$ cat src/rtl/canmode_pkg.sv
package canmode_pkg;

  typedef enum logic [1:0] {
    MD_RUN  = 2'd0,
    MD_RST  = 2'd1,
    MD_HALT = 2'd2,
    MD_FRST = 2'd3
  } mode_e;

  // control word field positions (software decodes these)
  localparam int unsigned B_MBX    = 0;
  localparam int unsigned B_IDF_LO = 1;
  localparam int unsigned B_LOST   = 3;
  localparam int unsigned B_MODE   = 8;
  localparam int unsigned B_SLEEP  = 10;
  localparam int unsigned B_BOR    = 11;
  localparam int unsigned B_RSTF   = 8;

  localparam logic [15:0] CFG_MASK   = 16'h180F;
  localparam logic [15:0] CTRL_RESET = 16'h0500;
  localparam logic [1:0]  BOR_HALT   = 2'd1;

  function automatic logic is_reset_mode(mode_e m);
    return (m == MD_RST) || (m == MD_FRST);
  endfunction

  // edges from write edge until the settled mode follows (0 = cancel)
  function automatic int unsigned settle_len(mode_e from_m, mode_e to_m,
                                             int unsigned dly);
    if (to_m == from_m) return 0;
    if (to_m == MD_FRST) return 1;
    return dly;
  endfunction

endpackage

$ cat src/rtl/canmode_ctrl_reg.sv
module canmode_ctrl_reg
  import canmode_pkg::*;
#(
  parameter int unsigned SETTLE_CYC = 6,
  parameter int unsigned CW = 3
) (
  input  logic          clk,
  input  logic          rst_n,
  input  logic          wr_en,
  input  logic [15:0]   wr_data,
  input  logic          busoff_evt,
  input  mode_e         cur_mode,
  input  logic          pending,
  output logic [15:0]   ctrl_q,
  output logic          kick,
  output logic [CW-1:0] kick_len
);

  logic [15:0] ctrl_d;
  logic        busoff_hit;
  mode_e       wr_mode;

  assign wr_mode    = mode_e'(wr_data[B_MODE +: 2]);
  assign busoff_hit = busoff_evt && (ctrl_q[B_BOR +: 2] == BOR_HALT) &&
                      (cur_mode == MD_RUN) && !pending;

  always_comb begin
    ctrl_d   = ctrl_q;
    kick     = 1'b0;
    kick_len = '0;
    if (busoff_hit) begin
      ctrl_d[B_MODE +: 2] = MD_HALT;
      kick                = 1'b1;
      kick_len            = CW'(SETTLE_CYC);
    end else if (wr_en) begin
      if (is_reset_mode(cur_mode))
        ctrl_d = (ctrl_q & ~CFG_MASK) | (wr_data & CFG_MASK);
      ctrl_d[B_SLEEP]     = wr_data[B_SLEEP] && (cur_mode != MD_RUN) &&
                            (wr_mode != MD_RUN);
      ctrl_d[B_MODE +: 2] = wr_mode;
      kick                = 1'b1;
      kick_len            = CW'(settle_len(cur_mode, wr_mode, SETTLE_CYC));
    end
  end

  always_ff @(posedge clk or negedge rst_n) begin
    if (!rst_n) ctrl_q <= CTRL_RESET;
    else        ctrl_q <= ctrl_d;
  end

endmodule

$ cat src/rtl/canmode_settle.sv
module canmode_settle
  import canmode_pkg::*;
#(
  parameter int unsigned CW = 3
) (
  input  logic          clk,
  input  logic          rst_n,
  input  logic          kick,
  input  logic [CW-1:0] kick_len,
  input  mode_e         target,
  output mode_e         cur_mode,
  output logic          pending,
  output logic          apply_evt
);

  logic [CW-1:0] cnt;

  assign pending   = (cnt != '0);
  assign apply_evt = !kick && (cnt == CW'(1));

  always_ff @(posedge clk or negedge rst_n) begin
    if (!rst_n) begin
      cnt      <= '0;
      cur_mode <= MD_RST;
    end else begin
      if (kick)         cnt <= kick_len;
      else if (pending) cnt <= cnt - CW'(1);
      if (apply_evt)    cur_mode <= target;
    end
  end

endmodule

$ cat src/rtl/canmode_gate.sv
module canmode_gate
  import canmode_pkg::*;
#(
  parameter int unsigned N_FIFO = 2
) (
  input  mode_e             cur_mode,
  input  logic              sleep_bit,
  input  logic [N_FIFO-1:0] fifo_req,
  input  logic              tx_raw,
  output logic              op_active,
  output logic [N_FIFO-1:0] fifo_en,
  output logic              can_tx
);

  assign op_active = (cur_mode == MD_RUN) && !sleep_bit;
  assign can_tx    = op_active ? tx_raw : 1'b1;

  for (genvar g = 0; g < N_FIFO; g++) begin : g_lane
    assign fifo_en[g] = fifo_req[g] && op_active;
  end

endmodule

$ cat src/rtl/canmode_seq.sv
module canmode_seq
  import canmode_pkg::*;
#(
  parameter int unsigned SETTLE_CYC = 6,
  parameter int unsigned N_FIFO = 2
) (
  input  logic              clk,
  input  logic              rst_n,
  input  logic              wr_en,
  input  logic [15:0]       wr_data,
  input  logic              busoff_evt,
  input  logic [N_FIFO-1:0] fifo_req,
  input  logic              tx_raw,
  output logic [15:0]       ctrl_q,
  output logic [15:0]       stat_q,
  output logic [1:0]        mode_now,
  output logic              in_sleep,
  output logic              op_active,
  output logic [N_FIFO-1:0] fifo_en,
  output logic              can_tx,
  output logic [1:0]        idfmt,
  output logic              lost_keep,
  output logic              fifo_mbx_mode
);

  localparam int unsigned CW = (SETTLE_CYC < 2) ? 1 : $clog2(SETTLE_CYC + 1);

  mode_e         cur_mode;
  logic          pending;
  logic          apply_evt;
  logic          kick;
  logic [CW-1:0] kick_len;

  canmode_ctrl_reg #(.SETTLE_CYC(SETTLE_CYC), .CW(CW)) u_ctrl (
    .clk(clk), .rst_n(rst_n), .wr_en(wr_en), .wr_data(wr_data),
    .busoff_evt(busoff_evt), .cur_mode(cur_mode), .pending(pending),
    .ctrl_q(ctrl_q), .kick(kick), .kick_len(kick_len)
  );

  canmode_settle #(.CW(CW)) u_settle (
    .clk(clk), .rst_n(rst_n), .kick(kick), .kick_len(kick_len),
    .target(mode_e'(ctrl_q[B_MODE +: 2])), .cur_mode(cur_mode),
    .pending(pending), .apply_evt(apply_evt)
  );

  canmode_gate #(.N_FIFO(N_FIFO)) u_gate (
    .cur_mode(cur_mode), .sleep_bit(ctrl_q[B_SLEEP]), .fifo_req(fifo_req),
    .tx_raw(tx_raw), .op_active(op_active), .fifo_en(fifo_en),
    .can_tx(can_tx)
  );

  always_comb begin
    stat_q         = '0;
    stat_q[B_RSTF] = is_reset_mode(cur_mode);
  end

  assign mode_now      = cur_mode;
  assign in_sleep      = ctrl_q[B_SLEEP];
  assign idfmt         = ctrl_q[B_IDF_LO +: 2];
  assign lost_keep     = ctrl_q[B_LOST];
  assign fifo_mbx_mode = ctrl_q[B_MBX];

endmodule

$ cat config.mk
export PLATFORM = sky130hd
export DESIGN_NAME = canmode_seq
export DESIGN_NICKNAME = d
export VERILOG_FILES = /design/src/rtl/canmode_pkg.sv /design/src/rtl/canmode_ctrl_reg.sv /design/src/rtl/canmode_settle.sv /design/src/rtl/canmode_gate.sv /design/src/rtl/canmode_seq.sv
export SDC_FILE = /design/constraint.sdc
export NUM_CORES = 1
export LEC_CHECK = 0
export ABC_AREA = 0
export CORE_MARGIN = 5
export CORE_UTILIZATION = 36
export CTS_BUF_LIST = sky130_fd_sc_hd__clkbuf_4 sky130_fd_sc_hd__clkbuf_8
export DETAILED_ROUTE_END_ITERATION = 6
export HOLD_SLACK_MARGIN = 0.03
export PLACE_DENSITY = 0.93
export REMOVE_ABC_BUFFERS = 1
export SYNTH_ARGS = -nofsm -noshare
export SYNTH_HDL_FRONTEND = slang
export SYNTH_SLANG_ARGS = --single-unit
$ cat constraint.sdc
create_clock -name clk -period 1.8 [get_ports clk]
set_input_delay 0.54 -clock clk [delete_from_list [all_inputs] [get_ports clk]]
set_output_delay 0.54 -clock clk [all_outputs]
set_load 0.02 [all_outputs]
-- After elaboration in Yosys (flattened, before gate mapping)
Cells that the tools add are included.
- register bits: 21
- output and inout port bits: 43
- add/sub/neg operators: 1
- equal/unequal tests: 6
- muxes and demuxes: 20
- bitwise logic cells: 2
- reduce and logical (&&, ||, !) cells: 21
- operators with widths (cell ; count):
    3-bit two-way mux ; 6
    16-bit by 13-bit OR with 16-bit output ; 1
    1-bit two-way mux ; 11
    10-bit two-way mux ; 1
    1-bit logical AND ; 9
    8-bit two-way mux ; 1
    2-bit nonzero test ; 4
    2-bit by 1-bit == test with 1-bit output, second input constant ; 2
    2-bit == test, second input constant ; 2
    3-bit by 1-bit == test with 1-bit output, second input constant ; 1
    1-bit zero test ; 3
    3-bit AND reduction ; 1
    3-bit nonzero test ; 1
    3-bit by 1-bit subtractor with 3-bit output, second input constant ; 1
    2-bit == test ; 1
    2-bit zero test ; 1
    2-bit two-way mux ; 1
    2-bit AND reduction ; 1
    1-bit logical OR ; 1
    1-bit inverter ; 1

-- Logic depth before layout (Yosys ltp)
- depth after elaboration: 13
- mapped depth: 7
- depth with buffers taken out: 6

-- Cells and area by module
From an unflattened synthesis, not the netlist that was laid out.
- cells, all modules: 98
- area, all modules: 988.4 um^2
- by module, submodules not included (module ; instances ; cells an instance ; area each (um^2) ; seq. area each (um^2)):
    canmode_ctrl_reg ; 1 ; 46 ; 498.0 ; 227.7
    canmode_settle ; 1 ; 26 ; 302.8 ; 126.4
    canmode_seq ; 1 ; 22 ; 157.7 ; 0.0
    canmode_gate ; 1 ; 4 ; 30.0 ; 0.0

-- Worst setup path before layout
No wires, ideal clock.
- path kind: flip-flop to output port
- from: register u_settle.cur_mode[1]
- to: output port fifo_en[0]
- data arrival time: 1.361 ns
- required time: 1.260 ns
- slack: -0.101 ns
- cell stages (with the launch flop): 4
- path buffers: 0
- cell sequence: dfrtp_1 -> or2_4 -> nor2_1 -> and2_1
- longest elaborated chain between the ends: 3
- RTL lines (element ; line ; source):
    start, declared ; canmode_settle.sv:11 ; output mode_e cur_mode,
    start signal, assigned ; canmode_settle.sv:28 ; if (apply_evt) cur_mode <= target;
    2-bit zero test ; canmode_gate.sv:15 ; assign op_active = (cur_mode == MD_RUN) && !sleep_bit;
    1-bit logical AND ; canmode_gate.sv:15 ;
    via op_active ; canmode_seq.sv:18 ; output logic op_active,
    1-bit logical AND ; canmode_gate.sv:19 ; assign fifo_en[g] = fifo_req[g] && op_active;
    end, declared ; canmode_seq.sv:19 ; output logic [N_FIFO-1:0] fifo_en,
The timed path passes the listed nets, and every way through them passes these cells.

-- Worst setup path in the final report
- from: register u_settle.cur_mode[1]
- to: output port can_tx
- longest elaborated chain between the ends: 3
- RTL lines (element ; line ; source):
    2-bit zero test ; canmode_gate.sv:15 ;
    1-bit logical AND ; canmode_gate.sv:15 ;
    1-bit two-way mux ; canmode_gate.sv:16 ; assign can_tx = op_active ? tx_raw : 1'b1;
    end, declared ; canmode_seq.sv:20 ; output logic can_tx,
No other way between the ends.

==> results.toml <==
[routing]
postRouteAntennaNets = 0
wl_um = 2060
avgRoutedWirePerCell_um = 12.4
vias = 727
post-route-drc-count = 0
drt-vias-per-instance = 4.38
drtIter0Drc = 15
drt-pass1-iter-count = 4

[critical_path]
reg2regPathDepth = 6
r2r_end = "u_ctrl.ctrl_q[10]$_DFFE_PN1P_"
crit_fanout = 3
r2r_start = "u_settle.cur_mode[1]$_DFFE_PN0P_"
path_cells = "or2_4, or3_4, buf_6"
cp.arrival_ps = 1400
crit_type = "flip-flop to output port"
slowest_delay_ps = 390
end_kind = "output port"
rrSetupSlack_ps = 100
cp-start-kind = "flip-flop"
cpMaxStageDelayCell = "dfrtp_1"
required_ps = 1260

[final_layout]
drive_above_1_share = 0.287
fin_area_mm2 = 0.00128
final_nets = 163
n_antenna_cell = 0
seq_area_um2 = 354
multi_input_area_um2 = 429
num-fill-cells = 246
area_growth_pct = 34.6

[power_and_ir_drop]
vdd_drop_max_uv = 905
p_per_area_mw_per_mm2 = 1550
switchingPower_mw = 0.839
p_leak_nw = 0.651
pwr-share-seq = 0.285
pwr-share-comb = 0.599
finalPower_mw = 1.97
internal-power_mw = 1.14
clock_power_share = 0.116
swShare = 0.425

[cts]
h-tree-depth = 1
cts_tree = "done"
clockBufferDepth = 2
cts_buffers = 3
cts_root_buf = "clkbuf_4"
clkTransAtPathRegs_ps = 80
clk-insertion-delay-late_ps = 280
clock-sinks = 14

[synthesis]
yosysMostFrequentCell = "buf_4"
synth_largest_area_cell = "dfrtp_1"
syn_avg_cell_area_um2 = 9.88
synth_edf_count = 0
synthTopCellsByCount = "buf_4, dfrtp_1, nand2_1"
synthArstFlopShare = 1.00
ys_ff_latch = 14
ys_warn_count = 0
synth.yosys.seq_area_share = 0.373
synthCells = 96
synth_top_area_frac = 0.290
syn_area_um2 = 948
netlist_top_cells_area = "dfrtp_1, buf_4, dfstp_2"
ys_types = 29
synth_flop_cell = "dfrtp_1"

[place]
io_buffer_count = 36
gp_congestion = 0.724
place_area_mm2 = 0.00125
hpwl_um = 1700

[run]
cap_violations = 0

[die]
row_count = 18
chipHeight_um = 61.3
io_pins = 66
die_w_um = 61.3
start_util = 0.379
fp.dieArea_mm2 = 0.00376
coreArea_mm2 = 0.00250

[grt]
grt_pass1_vias = 730
gr-usage-all-layers = 0.114
grt_pass1_wl_um = 3170
antenna_found_initial = 0
grt.overflow.total = 0
grt_max_degree = 9

[sta]
fin_crit_sh = 1.08
holdWs_ps = 492
finalMaxSlewViolations = 0
skew_ps = 2.69
rsz0062_at_grt = "true"
setup_viol = 3
period_needed_ps = 1940
fin_ws_ps = -139
maxClockFrequency_mhz = 516
finalHoldViolations = 0

[status]
outcome = "complete, but fails checks"
violations = "negative setup slack"

[hold_path]
hp-class = "input port to async pin"
-- power groups by stage --
stage | Clock, mW | Sequential [mW] | Combinational (mW)
after floorplan | 0 | 0.788 | 0.438
after global placement | 0 | 0.560 | 1.24
after detailed placement | 0 | 0.572 | 1.27
after CTS | 0.232 | 0.566 | 1.16
after global routing | 0.250 | 0.586 | 1.28
final | 0.228 | 0.563 | 1.18
-- logic make-up (layout without fill, tap and decap cells) --
kind of cell | after synthesis | after routing | share of synthesized area
buffers and inverters | 36 | 55 | 0.264
xor gates and xnor gates | 1 | 1 | 0.00924
muxes | 9 | 9 | 0.103
DFF | 14 | 14 | 0.373
and+or+nand+nor | 18 | 18 | 0.106
AOI/OAI and AO/OA | 14 | 14 | 0.102
other | 1 | 22 | 0.00395
adders and majority gates | 3 | 3 | 0.0396
-- metal layers --
layer  vias up  global-route usage  wire length [µm]
li1        346                   -                 -
met1       334               0.124               779
met2        43               0.202              1020
met3         4              0.0294               233
met4         0              0.0557                36
met5         -                   0                 0
-- worst max-delay path by stage --
stage                                           startpoint         end  slack [ps]
after detailed placement                            tx_raw      can_tx        -680
after global routing      u_settle.cur_mode[1]$_DFFE_PN0P_      can_tx        -190
after floorplan           u_settle.cur_mode[1]$_DFFE_PN0P_  fifo_en[0]        -100
final                     u_settle.cur_mode[1]$_DFFE_PN0P_      can_tx        -140
after global placement                              tx_raw      can_tx        -670
after CTS                 u_settle.cur_mode[1]$_DFFE_PN0P_      can_tx        -180
-- cells in the final DEF, fill, tap and decap left out, types with 2 or more instances in the layout --
master,Yosys,routed
clkbuf_4,0,3
mux2_2,6,6
dlygate4sd2_1,0,12
mux2i_1,3,3
clkdlybuf4s50_1,0,14
a21oi_1,3,3
dfstp_2,3,3
buf_4,27,12
and2_1,2,2
o21ai_0,5,5
ha_1,3,3
nor2_1,3,2
inv_1,6,6
nand2_1,7,7
conb_1,1,22
clkdlybuf4s15_2,0,2
clkbuf_2,0,3
dfrtp_1,11,11
-- metrics by stage --
step           instances  TNS, ps  utilization  setup WS (ps)
5_1_grt              166     -428        0.511           -186
4_1_cts              164     -254        0.508           -176
6_report             166     -226        0.511           -139
3_5_place_dp         160    -1930        0.500           -678
3_3_place_gp         160    -1750        0.500           -668
2_1_floorplan         87     -201            -           -101
-- what timing repair did --
action	in CTS	in global routing
hold buffers	0	0
buffers inserted	0	2
pin swaps	1	3
cloned	0	0
resized for setup	45	6
endpoints found under the setup margin	21	6
-- flip-flops by register name (all words and copies together), names as in the netlist --
name / flops
u_settle.cnt: 3
u_settle.cur_mode: 2
u_ctrl.ctrl_q: 9
-- worst max-delay path, delay by kind of cell, from the launching register on --
family                 cells  cell delay (ps)
buffers and inverters      1              140
DFF                        1              390
and+or+nand+nor            2              590
-- layout make-up --
| class | instances | share of cell area |
|---|---|---|
| tap | 30 | 0.0294 |
| clock buffer | 4 | 0.0284 |
| multi-input combinational | 67 | 0.336 |
| sequential | 14 | 0.277 |
| inverter | 6 | 0.0176 |
| timing repair buffer | 45 | 0.311 |
Note: power is estimated with default switching activity, not from simulation.
